==> src/rtl/cfgld_pkg.sv <==
package cfgld_pkg;

   typedef enum logic [2:0] {
      ST_CLEAR,
      ST_DEFLT,
      ST_HDR,
      ST_COPY,
      ST_DONE
   } ld_state_t;

   // built-in default image: byte i = 29*i + 3 (mod 256)
   function automatic logic [7:0] dflt_byte(input int unsigned i);
      return 8'((i * 29 + 3) & 255);
   endfunction

endpackage

==> src/rtl/cfgld_fetch.sv <==
module cfgld_fetch #(
   parameter int AW = 13
) (
   input  logic          clk,
   input  logic          rst_n,
   input  logic          go,
   input  logic [AW-1:0] addr_in,
   output logic          ee_req,
   output logic [AW-1:0] ee_addr,
   input  logic          ee_ack,
   input  logic [7:0]    ee_data,
   output logic          got,
   output logic [7:0]    rbyte
);

   logic busy;

   always_ff @(posedge clk) begin
      if (!rst_n) begin
         busy    <= 1'b0;
         ee_addr <= '0;
         got     <= 1'b0;
         rbyte   <= '0;
      end else begin
         got <= 1'b0;
         if (busy && ee_ack) begin
            busy  <= 1'b0;
            got   <= 1'b1;
            rbyte <= ee_data;
         end else if (go && !busy) begin
            busy    <= 1'b1;
            ee_addr <= addr_in;
         end
      end
   end

   assign ee_req = busy;

endmodule

==> src/rtl/cfgld_hdr.sv <==
module cfgld_hdr #(
   parameter int         LEN_W   = 16,
   parameter int         LEN_CAP = 384,
   parameter int         DEF_LEN = 19,
   parameter logic [7:0] MAGIC0  = 8'h55,
   parameter logic [7:0] MAGIC1  = 8'hBB
) (
   input  logic [7:0]       b0,
   input  logic [7:0]       b1,
   input  logic [7:0]       b2,
   input  logic [7:0]       b3,
   output logic             ok,
   output logic [LEN_W-1:0] len
);

   localparam logic [LEN_W-1:0] CAP_V = LEN_W'(LEN_CAP);
   localparam logic [LEN_W-1:0] DEF_V = LEN_W'(DEF_LEN);

   logic [LEN_W-1:0] raw;

   always_comb begin
      raw = LEN_W'({b2, b3});
      ok  = (b0 == MAGIC0) && (b1 == MAGIC1);
      if (!ok)
         len = DEF_V;
      else if (raw > CAP_V)
         len = CAP_V;
      else
         len = raw;
   end

endmodule

==> src/rtl/cfgld_loader.sv <==
module cfgld_loader #(
   parameter int         RAM_AW   = 16,
   parameter int         EE_AW    = 13,
   parameter int         IMG_BASE = 16'h4000,
   parameter int         DEF_LEN  = 19,
   parameter int         LEN_CAP  = 384,
   parameter int         LEN_W    = 16,
   parameter logic [7:0] MAGIC0   = 8'h55,
   parameter logic [7:0] MAGIC1   = 8'hBB
) (
   input  logic              clk,
   input  logic              rst_n,
   output logic              ee_req,
   output logic [EE_AW-1:0]  ee_addr,
   input  logic              ee_ack,
   input  logic [7:0]        ee_data,
   output logic              ram_we,
   output logic [RAM_AW-1:0] ram_addr,
   output logic [7:0]        ram_wdata,
   output logic              done,
   output logic              hdr_valid,
   output logic [LEN_W-1:0]  rsrc_len
);
   import cfgld_pkg::*;

   localparam int RAM_DEPTH = 2 ** RAM_AW;
   localparam int EE_SIZE   = 2 ** EE_AW;
   localparam int HDR_LEN   = 4;
   localparam logic [RAM_AW-1:0] BASE_A   = RAM_AW'(IMG_BASE);
   localparam logic [RAM_AW-1:0] CLR_LAST = RAM_AW'(RAM_DEPTH - 1);
   localparam logic [RAM_AW-1:0] DEF_LAST = RAM_AW'(DEF_LEN - 1);
   localparam logic [EE_AW-1:0]  HDR_LAST = EE_AW'(HDR_LEN - 1);
   localparam logic [EE_AW-1:0]  EE_LAST  = EE_AW'(EE_SIZE - 1);

   generate
      if (EE_AW < 3 || EE_AW >= RAM_AW)
         $error("cfgld_loader: EE_AW must be at least 3 and below RAM_AW");
      if (IMG_BASE + EE_SIZE - HDR_LEN > RAM_DEPTH || IMG_BASE + DEF_LEN > RAM_DEPTH)
         $error("cfgld_loader: image does not fit in the RAM");
      if (LEN_W < 16 || LEN_CAP >= 2 ** LEN_W || DEF_LEN < 1)
         $error("cfgld_loader: bad length parameters");
   endgenerate

   ld_state_t         st;
   logic [RAM_AW-1:0] cnt;
   logic [EE_AW-1:0]  idx;
   logic [7:0]        hb0, hb1, hb2;
   logic              inflight;
   logic              go, got;
   logic [7:0]        rbyte;
   logic              hok;
   logic [LEN_W-1:0]  hlen;

   assign go = ((st == ST_HDR) || (st == ST_COPY)) && !inflight;

   cfgld_fetch #(.AW(EE_AW)) u_fetch (
      .clk     (clk),
      .rst_n   (rst_n),
      .go      (go),
      .addr_in (idx),
      .ee_req  (ee_req),
      .ee_addr (ee_addr),
      .ee_ack  (ee_ack),
      .ee_data (ee_data),
      .got     (got),
      .rbyte   (rbyte)
   );

   cfgld_hdr #(
      .LEN_W   (LEN_W),
      .LEN_CAP (LEN_CAP),
      .DEF_LEN (DEF_LEN),
      .MAGIC0  (MAGIC0),
      .MAGIC1  (MAGIC1)
   ) u_hdr (
      .b0  (hb0),
      .b1  (hb1),
      .b2  (hb2),
      .b3  (rbyte),
      .ok  (hok),
      .len (hlen)
   );

   always_ff @(posedge clk) begin
      if (!rst_n) begin
         st        <= ST_CLEAR;
         cnt       <= '0;
         idx       <= '0;
         hb0       <= '0;
         hb1       <= '0;
         hb2       <= '0;
         inflight  <= 1'b0;
         ram_we    <= 1'b0;
         ram_addr  <= '0;
         ram_wdata <= '0;
         done      <= 1'b0;
         hdr_valid <= 1'b0;
         rsrc_len  <= '0;
      end else begin
         ram_we <= 1'b0;
         if (go)
            inflight <= 1'b1;
         if (got)
            inflight <= 1'b0;
         case (st)
            ST_CLEAR: begin
               ram_we    <= 1'b1;
               ram_addr  <= cnt;
               ram_wdata <= 8'h00;
               if (cnt == CLR_LAST) begin
                  cnt <= '0;
                  st  <= ST_DEFLT;
               end else begin
                  cnt <= cnt + 1'b1;
               end
            end
            ST_DEFLT: begin
               ram_we    <= 1'b1;
               ram_addr  <= BASE_A + cnt;
               ram_wdata <= dflt_byte(32'(cnt));
               if (cnt == DEF_LAST) begin
                  idx <= '0;
                  st  <= ST_HDR;
               end else begin
                  cnt <= cnt + 1'b1;
               end
            end
            ST_HDR: begin
               if (got) begin
                  case (idx[1:0])
                     2'd0:    hb0 <= rbyte;
                     2'd1:    hb1 <= rbyte;
                     2'd2:    hb2 <= rbyte;
                     default: ;
                  endcase
                  idx <= idx + 1'b1;
                  if (idx == HDR_LAST) begin
                     hdr_valid <= hok;
                     rsrc_len  <= hlen;
                     st        <= hok ? ST_COPY : ST_DONE;
                  end
               end
            end
            ST_COPY: begin
               if (got) begin
                  ram_we    <= 1'b1;
                  ram_addr  <= BASE_A + RAM_AW'(idx) - RAM_AW'(HDR_LEN);
                  ram_wdata <= rbyte;
                  if (idx == EE_LAST)
                     st <= ST_DONE;
                  else
                     idx <= idx + 1'b1;
               end
            end
            default: done <= 1'b1;
         endcase
      end
   end

endmodule

==> config.mk <==
export PLATFORM = sky130hd
export DESIGN_NAME = cfgld_loader
export DESIGN_NICKNAME = d
export VERILOG_FILES = /design/src/rtl/cfgld_pkg.sv /design/src/rtl/cfgld_fetch.sv /design/src/rtl/cfgld_hdr.sv /design/src/rtl/cfgld_loader.sv
export SDC_FILE = /design/constraint.sdc
export NUM_CORES = 1
export LEC_CHECK = 0
export BUFFER_PORTS_ARGS = -buffer_cell sky130_fd_sc_hd__clkbuf_2
export CORE_ASPECT_RATIO = 1.5
export CORE_MARGIN = 4
export CORE_UTILIZATION = 59
export CTS_CLUSTER_DIAMETER = 40
export DETAILED_ROUTE_END_ITERATION = 10
export GPL_TIMING_DRIVEN = 0
export MAX_ROUTING_LAYER = met4
export PLACE_DENSITY = 0.8
export SYNTH_ARGS = -nofsm -noshare
export SYNTH_HDL_FRONTEND = slang
export SYNTH_SLANG_ARGS = --single-unit
==> constraint.sdc <==
create_clock -name clk -period 4 [get_ports clk]
set_input_delay 0 -clock clk [delete_from_list [all_inputs] [get_ports clk]]
set_output_delay 0 -clock clk [all_outputs]
set_load 0.01 [all_outputs]
# ---- Word level (Yosys, flattened, before mapping)
# Index checks and enable logic that the tools add are counted.
dict set report totals {
  output_inout_bits 57
  in_bits 11
  elab_cells 97
  reg_bits 123
}
dict set report classes {
  n_eq_ne 19
  n_lt_le_gt_ge 1
  multipliers 1
  bitwise_logic 2
  reduce_logical 26
  add_sub_neg 6
  n_mux 25
}
# cell n
set ops {}
lappend ops {{$mux W16} 5}
lappend ops {{$mux W13} 4}
lappend ops {{$pmux W16 S3} 1}
lappend ops {{$pmux W13 S3} 1}
lappend ops {{$pmux W16 S2} 1}
lappend ops {{$pmux W8 S3} 1}
lappend ops {{$mux W3} 7}
lappend ops {{$add A15 B13 Y16 const A} 1}
lappend ops {{$add A15 B16 Y16 const A} 1}
lappend ops {{$add A16 B1 Y16 const B} 1}
lappend ops {{$eq A16 B16 Y1 const B} 1}
lappend ops {{$eq A16 B5 Y1 const B} 1}
lappend ops {{$gt A16 B9 Y1 const B} 1}
lappend ops {{$mul A16 B5 Y8 const B} 1}
lappend ops {{$sub A16 B3 Y16 const B} 1}
lappend ops {{$add A13 B1 Y13 const B} 1}
lappend ops {{$eq A13 B13 Y1 const B} 1}
lappend ops {{$eq A13 B2 Y1 const B} 1}
lappend ops {{$pmux W3 S4} 1}
lappend ops {{$reduce_and A3 Y1} 4}
lappend ops {{$add A8 B2 Y8 const B} 1}
lappend ops {{$eq A8 B7 Y1 const B} 1}
lappend ops {{$eq A8 B8 Y1 const B} 1}
lappend ops {{$mux W8} 1}
lappend ops {{other kinds (22)} 40}

# ---- Depth between registers and ports, before layout
dict set report logic_depth {
  depth_word 6
  mapped_depth 13
  depth_no_buf 13
}

# ---- Cells and area by module
# From an unflattened synthesis, not the netlist that was laid out.
dict set report unflattened {
  hier_cells 759
  area_unflattened_um2 6503.7
}
# mod area_per_inst_um2 cells_per_inst instances seq_area_each_um2
set by_module_without_submodules {}
lappend by_module_without_submodules {cfgld_loader 5313.8 625 1 2001.9}
lappend by_module_without_submodules {cfgld_fetch 942.2 101 1 460.4}
lappend by_module_without_submodules {cfgld_hdr 247.7 33 1 0.0}

# ---- Worst setup path after synthesis
# No wires, ideal clock.
dict set report synth_path {
  path_kind {reg-to-reg}
  start {reg cnt[1]}
  end {reg ram_wdata[7]}
  path_slack_ps 846
  stages_incl_launch_ff 13
  t_required_ps 3877
  path_buffers 0
  arrival_ps 3031
  setup_ps 123
  synth_period_minus_slack_ps 3154
  cell_sequence {dfxtp_1 -> inv_1 -> fa_1 -> inv_1 -> ha_1 -> fa_1 -> ha_1 -> o21a_1 -> o31a_1 -> o22ai_1 -> xnor2_1 -> a221oi_1 -> nor2_1}
}
dict set report synth_via {
  elab_chain_cells 3
}
# element line
set synth_rtl {}
lappend synth_rtl {{start, declared} cfgld_loader.sv:45} ;# logic [RAM_AW-1:0] cnt;
lappend synth_rtl {{start signal, assigned} cfgld_loader.sv:114} ;# cnt <= cnt + 1'b1;
lappend synth_rtl {{start signal, assigned} cfgld_loader.sv:125} ;# cnt <= cnt + 1'b1;
lappend synth_rtl {{$mul A16 B5 Y8} cfgld_pkg.sv:13} ;# return 8'((i * 29 + 3) & 255);
lappend synth_rtl {{$add A8 B2 Y8} cfgld_pkg.sv:13}
lappend synth_rtl {{$pmux W8 S3} cfgld_loader.sv:105} ;# case (st)
lappend synth_rtl {{end signal, assigned} cfgld_loader.sv:120} ;# ram_wdata <= dflt_byte(32'(cnt));
lappend synth_rtl {{end signal, assigned} cfgld_loader.sv:148} ;# ram_wdata <= rbyte;
lappend synth_rtl {{end, declared} cfgld_loader.sv:19} ;# output logic [7:0] ram_wdata,
# Every way passes these cells.
# A chain may end at the register's enable or synchronous reset.

# ---- Final worst setup path
# Same ends and word-level chain as after synthesis.

==> flow_summary.toml <==
[synth]
syn_inst = 733
synth_area_per_cell_sq_um = 8.39
synthFlopType = "dfxtp_1"
synth_area_leaders = "dfxtp_1 40%, a21boi_0 7.1%, nand2_1 7.0%"
netlist.top_cell.by_area = "dfxtp_1"
syn_area_sq_um = 6150
syn_nets = 777
async_flop_share = 0
ys_types = 63
ys_ff_latch = 123
synth_most_common_cell = "dfxtp_1"
synth_edf_count = 0
ys_seq_area_frac = 0.400
synth_top_area_frac = 0.400
synthTopCellsByCount = "123 x dfxtp_1, 115 x nand2_1, 58 x a21boi_0"
yosys_warnings = 0

[worst_setup_path]
crit_required_ns = 4.30
crit_start = "cnt[1]$_SDFFE_PN0P_"
r2r_cells = 12
cp_top_family = "adder cells"
crit_path_max_fanout = 8
slowest_stage = "fa_1"
cpPeakStageDelay_ns = 0.57
criticalPathCategory = "flop to flop"
rr_startpoint = "cnt[1]$_SDFFE_PN0P_"
path_depth = 12
critPathBufInv = 2
worstPathArrival_ns = 3.87
cp-start-kind = "flop"
path_cells = "inv_1 > fa_1 > inv_1 > ha_1 > fa_1 > ha_1 > o21a_1 > o31a_1 > o22ai_1 > xnor2_1 > a221oi_1 > nor2_1"
crit_path_end_kind = "flop"

[die]
dieArea_sq_um = 12200
die-height_microns = 133
start_util = 0.607
fp-row-count = 45
ios = 68
die_w_microns = 91.4
core_area_sq_um = 10100

[power_and_ir_drop]
clockPowerShare = 0.532
power_switching_uw = 661
total_power_uw = 2990
leakagePower_uw = 0.00293
p_per_area_nw_per_um2 = 408
p_int_uw = 2330
ir_worst_vdd_mv = 0.305
p_seq_frac = 0.415
power_frac_comb = 0.053
sw_frac_of_total = 0.221

[timing]
tightestPinTransition_ns = 0.869
finalHoldViolCount = 0
rsz0062_at_grt = "no"
fin_tns_setup_ns = 0
period_minus_slack_ns = 3.57
fin_worst_skew_ns = 0.00831
fmax_ghz = 0.280
drv_slew = 0
relSlewSlack = 0.419
fin_crit_sh = 0.893
setup-violations-final = 0

[clocking]
htree_levels = 4
clockBufferDepth = 2
clock_sinks = 123
numCtsBuffers = 17
cts.clk_slew.worst_paths_ns = 0.06
clk_latency_ns = 0.42
cts_tree = "built"
cts_root_buffer = "clkbuf_16"
ctsResizeCount = 0

[detailed_routing]
wl_per_cell_microns = 18.1
drtIter0Drc = 374
ant_nets = 0
first_pass_iters = 5
viasPerCell = 6.06
num_vias = 5795
drc = 0
wl_microns = 17300

[global_routing]
grt_usage = 0.300
grt_max_degree = 17
antenna_found_initial = 0
overflow = 0
grt_first_pass_wirelength_microns = 28300
grt_pass1_vias = 5886

[outcome]
outcome = "complete, no violations"

[placed_design]
gp_congestion = 0.908
numPortBuffers = 66
dpl-instance-area_sq_um = 6630
dp_hpwl_microns = 12400

[job]
drv_cap = 0

[min_path]
min-delay-start = "rst_n"
hold_depth = 3
hold_class = "input pin to flop"

[layout]
drive_gt1_frac = 0.137
nFillCells = 790
fin_util = 0.722
multi_input_area_sq_um = 3380
area_growth_pct = 19.0
design_area_sq_um = 7320
nNetsFinal = 870
diodes = 0
ff_latch_area_sq_um = 2460
-- path summary, 6_finish.rpt --
path | end | slack, ns
max | ram_wdata[7]$_SDFFE_PN0P_ | 0.43
min | idx[12]$_SDFFE_PN0P_ | 0.04
max reg2reg | ram_wdata[7]$_SDFFE_PN0P_ | 0.43
min reg2reg | ram_addr[11]$_SDFFE_PN0P_ | 0.47
-- per-stage QoR --
step | hold WS, ns | instances | setup slack, ns
2_1_floorplan | 0.156 | 733 | 0.846
3_3_place_gp | 0.251 | 916 | 0.601
3_5_place_dp | 0.259 | 916 | 0.498
4_1_cts | 0.0279 | 956 | 0.431
5_1_grt | 0.0651 | 956 | 0.200
6_report | 0.0436 | 956 | 0.428
-- power groups by stage --
stage	logic, uW	registers, uW	clock network [uW]
CTS	157	1240	1590
detailed placement	148	1270	0
global placement	142	1270	0
finish	158	1240	1590
global route	176	1240	1650
floorplan	106	1260	0
-- kinds of logic (layout without fill, tap and decap cells) --
| family | after synthesis | in the layout | synth area share |
|---|---|---|---|
| buffers and inverters | 75 | 181 | 0.0490 |
| multiplexers | 2 | 2 | 0.00346 |
| AND/OR/NAND/NOR | 301 | 301 | 0.240 |
| AO/OA/AOI/OAI | 170 | 170 | 0.191 |
| XOR/XNOR | 29 | 29 | 0.0413 |
| flip-flops | 123 | 123 | 0.400 |
| adder cells (fa/ha/maj) | 33 | 33 | 0.0745 |
-- per-layer routing --
metal | global-route usage | vias to the layer above | routed length (microns)
li1 | - | 2735 | -
met1 | 0.323 | 2778 | 6640
met2 | 0.512 | 218 | 8900
met3 | 0.0586 | 64 | 945
met4 | 0.170 | 0 | 803
met5 | - | - | 0
-- layout make-up --
cell class | instances | share of cell area
Clock inverter | 10 | 0.0191
Buffer | 51 | 0.0289
Timing Repair Buffer | 74 | 0.0561
Clock buffer | 22 | 0.0648
Sequential cell | 123 | 0.336
Multi-Input combinational cell | 535 | 0.462
Tap cell | 117 | 0.0200
Inverter | 24 | 0.0123
-- cell usage in the layout (no fill, tap or decap), drive strengths merged, types with 5 or more instances in the layout --
| master | count |
|---|---|
| a21boi | 58 |
| a21oi | 24 |
| and2 | 5 |
| and3 | 17 |
| buf | 11 |
| clkbuf | 128 |
| dfxtp | 123 |
| dlygate4sd3 | 8 |
| fa | 6 |
| ha | 27 |
| inv | 24 |
| nand2 | 115 |
| nand3 | 49 |
| nand4 | 7 |
| nor2 | 44 |
| nor2b | 14 |
| nor3 | 14 |
| o211ai | 12 |
| o21ai | 30 |
| or3 | 8 |
| xnor2 | 19 |
| xor2 | 10 |
-- sequential cells by signal, indices dropped and copies added, names as in the netlist, 3 cells and up --
register	flops
cnt	16
rsrc_len	16
ram_wdata	8
hb2	8
idx	13
u_fetch.ee_addr	13
st	3
hb1	8
ram_addr	16
hb0	8
u_fetch.rbyte	8
-- tightest hold or removal path: stages --
cell      delay [ns]
clkbuf_1        0.15
nand2_1         0.21
a21oi_1         0.06
-- repair_timing --
action,CTS,global route
hold buffers,8,0
buffers inserted,0,0
endpoints found under the setup margin,0,0
hold endpoints to repair,8,0
Power figures use the tool's default switching activity.
